[config.mk]
export PLATFORM = sky130hd
export DESIGN_NAME = precise_trap_unit
export DESIGN_NICKNAME = d
export VERILOG_FILES = /design/src/rtl/trap_pkg.sv /design/src/rtl/trap_path.sv /design/src/rtl/trap_ctrl.sv /design/src/rtl/precise_trap_unit.sv
export SDC_FILE = /design/constraint.sdc
export NUM_CORES = 1
export LEC_CHECK = 0
export BUFFER_PORTS_ARGS = -buffer_cell sky130_fd_sc_hd__buf_2
export CAP_MARGIN = 5
export CORE_ASPECT_RATIO = 0.9
export CORE_MARGIN = 2
export CORE_UTILIZATION = 53
export DETAILED_ROUTE_END_ITERATION = 10
export HOLD_SLACK_MARGIN = 0.05
export MAX_ROUTING_LAYER = met4
export PLACE_DENSITY = 0.78
export SYNTH_ARGS = -nofsm -noshare
export SYNTH_HDL_FRONTEND = slang
export SYNTH_SLANG_ARGS = --single-unit
[constraint.sdc]
create_clock -name clk -period 4.7 [get_ports clk]
set_input_delay 0.235 -clock clk [delete_from_list [all_inputs] [get_ports clk]]
set_output_delay 0.235 -clock clk [all_outputs]
set_load 0.02 [all_outputs]
[src/rtl/trap_pkg.sv]
package trap_pkg;

  // Trap cause encodings; C_NONE marks "no fault carried"
  typedef enum logic [2:0] {
    C_IRQ   = 3'd0,
    C_FETCH = 3'd1,
    C_ILL   = 3'd2,
    C_OVF   = 3'd3,
    C_DADDR = 3'd4,
    C_NONE  = 3'd7
  } causeT;

  // Strobes from control to datapath
  typedef struct packed {
    logic advance;  // stage registers load
    logic flush;    // trap taken: clear stages, write cause/EPC
    logic useIrq;   // trap source is the interrupt
    logic setIe;    // return-from-trap
    logic retire;   // commit-point instruction completes
  } strobeT;

  localparam int NUM_STG = 3;  // decode, execute, memory registers

endpackage

[src/rtl/trap_path.sv]
module trap_path
  import trap_pkg::*;
#(
  parameter int PCW = 32
) (
  input  logic           clk,
  input  logic           rstN,
  input  strobeT         st,
  input  logic           fetchValid,
  input  logic [PCW-1:0] fetchPc,
  input  logic           fetchFault,
  input  logic [NUM_STG-1:0] raiseIn,  // [0] decode, [1] execute, [2] memory
  output logic           mValid,
  output logic [PCW-1:0] mPc,
  output causeT          mCode,
  output logic [2:0]     causeReg,
  output logic [PCW-1:0] epcReg,
  output logic           intEnable
);

  logic [NUM_STG-1:0] stValid;
  logic [PCW-1:0]     stPc   [NUM_STG];
  causeT              stCode [NUM_STG];
  causeT              mergedCode [NUM_STG];

  logic [NUM_STG-1:0] inValid;
  logic [PCW-1:0]     inPc   [NUM_STG];
  causeT              inCode [NUM_STG];

  for (genvar s = 0; s < NUM_STG; s++) begin : g_stage
    // An already-carried (older-stage) flag wins over one raised here
    assign mergedCode[s] = (stCode[s] != C_NONE) ? stCode[s] :
                           (stValid[s] && raiseIn[s]) ? causeT'(3'(s + 2)) : C_NONE;
    if (s == 0) begin : g_first
      assign inValid[s] = fetchValid;
      assign inPc[s]    = fetchPc;
      assign inCode[s]  = (fetchValid && fetchFault) ? C_FETCH : C_NONE;
    end else begin : g_next
      assign inValid[s] = stValid[s-1];
      assign inPc[s]    = stPc[s-1];
      assign inCode[s]  = mergedCode[s-1];
    end
  end

  always_ff @(posedge clk) begin
    if (!rstN || st.flush) begin
      stValid <= '0;
      for (int s = 0; s < NUM_STG; s++) begin
        stPc[s]   <= '0;
        stCode[s] <= C_NONE;
      end
    end else if (st.advance) begin
      stValid <= inValid;
      for (int s = 0; s < NUM_STG; s++) begin
        stPc[s]   <= inPc[s];
        stCode[s] <= inCode[s];
      end
    end
  end

  always_ff @(posedge clk) begin
    if (!rstN) begin
      causeReg  <= 3'(C_IRQ);
      epcReg    <= '0;
      intEnable <= 1'b0;
    end else if (st.flush) begin
      causeReg  <= st.useIrq ? 3'(C_IRQ) : 3'(mergedCode[NUM_STG-1]);
      epcReg    <= stPc[NUM_STG-1];
      intEnable <= 1'b0;
    end else if (st.setIe) begin
      intEnable <= 1'b1;
    end
  end

  assign mValid = stValid[NUM_STG-1];
  assign mPc    = stPc[NUM_STG-1];
  assign mCode  = mergedCode[NUM_STG-1];

endmodule

[src/rtl/trap_ctrl.sv]
module trap_ctrl
  import trap_pkg::*;
(
  input  logic   holdIn,
  input  logic   irqIn,
  input  logic   rfeIn,
  input  logic   mValid,
  input  causeT  mCode,
  input  logic   intEnable,
  output strobeT st
);

  logic irqLive;
  logic take;

  assign irqLive = irqIn && intEnable;
  assign take    = !holdIn && mValid && (irqLive || (mCode != C_NONE));

  always_comb begin
    st.advance = !holdIn;
    st.flush   = take;
    st.useIrq  = irqLive;
    st.setIe   = rfeIn;
    st.retire  = !holdIn && mValid && !take;
  end

endmodule

[src/rtl/precise_trap_unit.sv]
module precise_trap_unit
  import trap_pkg::*;
#(
  parameter int              PCW        = 32,
  parameter logic [PCW-1:0]  HANDLER_PC = 32'h0000_0080
) (
  input  logic           clk,
  input  logic           rstN,
  input  logic           holdIn,
  input  logic           fetchValid,
  input  logic [PCW-1:0] fetchPc,
  input  logic           fetchFault,
  input  logic           decIllegal,
  input  logic           exeOverflow,
  input  logic           memFault,
  input  logic           irqIn,
  input  logic           rfeIn,
  output logic           redirect,
  output logic [PCW-1:0] handlerPc,
  output logic           squash,
  output logic           wbKill,
  output logic           retireValid,
  output logic [PCW-1:0] retirePc,
  output logic [2:0]     causeReg,
  output logic [PCW-1:0] epcReg,
  output logic           intEnable
);

  strobeT st;
  logic   mValid;
  causeT  mCode;

  trap_ctrl i_ctrl (
    .holdIn    (holdIn),
    .irqIn     (irqIn),
    .rfeIn     (rfeIn),
    .mValid    (mValid),
    .mCode     (mCode),
    .intEnable (intEnable),
    .st        (st)
  );

  trap_path #(.PCW(PCW)) i_path (
    .clk        (clk),
    .rstN       (rstN),
    .st         (st),
    .fetchValid (fetchValid),
    .fetchPc    (fetchPc),
    .fetchFault (fetchFault),
    .raiseIn    ({memFault, exeOverflow, decIllegal}),
    .mValid     (mValid),
    .mPc        (retirePc),
    .mCode      (mCode),
    .causeReg   (causeReg),
    .epcReg     (epcReg),
    .intEnable  (intEnable)
  );

  assign redirect    = st.flush;
  assign squash      = st.flush;
  assign wbKill      = st.flush;
  assign retireValid = st.retire;
  assign handlerPc   = HANDLER_PC;

endmodule

==> summary.txt <==
Route
  • Vias per cell: roughly 5.4
  • Final WL: ~12000 um
  • DRC viols: 0
  • First-pass DRT Iterations: 5
  • Routed wire length per instance: 15.7 um
  • Via count: approximately 4.1k
  • Iter 0 DRT Violations: 607
  • Post-route ant nets: 0

Floorplanning
  • I/O pin count: 146
  • Starting density of the core: 53.8%
  • Core ar.: 11300 um^2
  • Die height: around 110 um
  • Die Area: 12400 um^2
  • DIE WIDTH: 117 um
  • Rows: 37

Clock tree
  • # hold bufs at CTS: 0
  • H-tree Lvls: 4
  • Clock Sinks: 142
  • Resized Gates After CTS: 0
  • TritonCTS Buffers: 17
  • Post-CTS Repair Setup Buffers: 0
  • TritonCTS clock tree: done
  • Worst-skew pair later-pin latency: 0.41 ns
  • Root buf cell: clkbuf_16
  • Max clock buf depth: 2
  • Clock transition at path regs: 0.06 ns

Outcome
  • Status: complete, no violations

Synthesis
  • Yosys top cell by area: edfxtp_1
  • Post-synth top cells: edfxtp_1, and2_1, nand3_1
  • Leading post-synthesis cells by cell area: edfxtp_1, dfxtp_1, and2_1
  • Avg Inst Size Synth: ~12 um^2
  • Count leader, synth: edfxtp_1
  • Synthesized area: 6100 um^2
  • FF+latch count, synth: between 100 and 150
  • Main flop type after synthesis: edfxtp_1
  • Synth Warn #: 0
  • Number of synthesized flops with an enable pin: roughly 100
  • Syn Inst Count: 497
  • Cell variety after synth: 32
  • Ys async rst share: 0%
  • Sequential area share after synthesis: 63.5%
  • Area share of the largest cell type after synthesis: 50.7%

Final layout
  • Share of cells above drive strength 1: 25.8%
  • Final Util: 62.7%
  • Final nets: 626
  • Area of the multi-input gates: 1860 um^2
  • FILL cells: 870
  • Non-Filler Instances: 753
  • # diodes: 0
  • Area Growth Syn to Fin: 16.6%
  • Sequential cell area: roughly 3900 um^2

Worst setup path
  • Data required time of the critical path: between 4 and 5 ns
  • CP peak stage delay: 1.11 ns
  • Kind of critical path: reg -> out
  • Buffers & Inverters on Critical Path: 1
  • CP arrival: roughly 2.5 ns
  • CP Launch Type: flop
  • Crit-path cells: and4b_1, a21oi_2, buf_2
  • Slowest-stage cell, CP: and4b_1
  • Worst Setup End Kind: output pin
  • Largest delay share family, worst path: simple AND/OR/NAND/NOR gates
  • CP Max Fanout: 33

Pwr
  • Power Density: between 400 and 500 nW/um^2
  • Leak Pwr: 0.00302 uW
  • Worst VDD drop: 0.248 mV

Hold path
  • Worst Hold Class: in -> reg

Timing
  • Rel. slew slack: 13.0%
  • Achievable Freq: approximately 370 MHz
  • Tcrit/Tclk final: 57.9%
  • Final setup TNS: 0 ns
  • RSZ-0062 raised after global routing: no
  • Final hold viol count: 0
  • Worst Clk Skew: 0.0106 ns
  • Final setup violation count: 0
  • Worst Tran Pin Value: 1.30 ns
  • Post-route minimum period: roughly 2.7 ns
  • Max Slew Vio Count: 0

Place
  • Post-DP HPWL: about 7200 um
  • Dpl cells: 721
  • PortBufs: 113
  • Global placement routability congestion: 0.812

Global routing
  • Initial antenna violation count: 0
  • Largest net degree at the start of global routing: roughly 110
  • First-pass GRT wire length: 18900 um
  • Vias in the first global route: 3821
  • Remaining global-route overflow: 0
  • Total Routing Usage GR: 20.4%

Job
  • Max cap viols: 0
kinds of logic (layout without fill, tap and decap cells):
logic type      after synthesis  count (layout)  share of synthesized area (%)
compound gates               41              41                           5.76
simple gates                228             228                           22.0
mux                           2               2                          0.328
flops                       142             142                           63.5
buf+inv                      82             152                           8.32
other cells                   2              32                          0.123
worst paths after layout:
| path | startpoint | end | slack [ns] | cells past startpoint |
|---|---|---|---|---|
| worst max-delay path | i_path.stCode[0][6] | squash | 1.98 | 3 |
| worst min-delay path | rfeIn | i_path.intEnable | 0.09 | 3 |
| worst max register to register | i_path.stCode[0][6] | i_path.stCode[0][1] | 1.98 | 3 |
| worst min register to register | i_path.epcReg[6] | i_path.epcReg[6] | 0.49 | 2 |
routing by layer:
layer  routed length [um]  GRT usage [%]  vias up
met1                 5170           27.5     1898
met4                  216           8.15        0
li1                     -              -     1953
met5                    0              -        -
met2                 5640           30.0      208
met3                  808           4.77       14
where the power goes:
group          internal, uW  switching, uW  leakage, uW  total (uW)
clock                   781            504     0.000282        1280
combinational          57.4            151      0.00131         208
sequential             1420           27.4      0.00143        1450
through the flow:
step                      power [uW]  worst slack, ns  area (um^2)  hold WS [ns]
after global placement          1680             1.99         6540         0.470
after detailed placement        1680             1.90         6540         0.488
after global routing            3040             1.82         7110        0.0832
final                           2940             1.98         7110        0.0939
after floorplan                 1650             1.07         6220         0.387
after CTS                       2960             1.99         7110        0.0691
cell usage in the layout, fill, tap and decap left out, drive strengths merged:
cell type,synthesis,final
a21oi,3,3
a31oi,1,1
and2,97,97
and4b,1,1
buf,51,119
bufinv,0,2
clkbuf,30,18
clkinv,0,9
clkinvlp,0,1
conb,2,32
dfxtp,39,39
edfxtp,103,103
inv,1,3
mux2i,2,2
nand2,10,10
nand2b,4,4
nand3,68,68
nand3b,2,2
nand4,36,36
nand4b,1,1
nor2,1,1
nor2b,1,1
nor3,4,4
nor4bb,1,1
o2111ai,32,32
o21ai,1,1
o221ai,2,2
o31ai,1,1
o41ai,1,1
or3b,1,1
or4b,1,1
flip-flops by register name (all words and copies together), names as in the netlist:
name              count
i_path.stPc          96
i_path.epcReg        32
i_path.stCode         7
i_path.causeReg       3
i_path.stValid        3
i_path.intEnable      1
final cells by class:
class / instances / share of cell area, %
Sequential cell: 142 / 54.4
Multi-Input combinational cell: 303 / 26.1
Timing Repair Buffer: 119 / 8.62
Clock buffer: 18 / 6.03
Tap cell: 156 / 2.74
Clock inverter: 14 / 2.02
Inverter: 1 / 0.0528
worst reg2reg max path: stages (launching register included):
cell      delay [ns]
edfxtp_1        0.46
and4b_1         1.11
a21oi_2         0.27
or4b_1          0.60
Note: power is estimated with default switching activity, not from simulation.
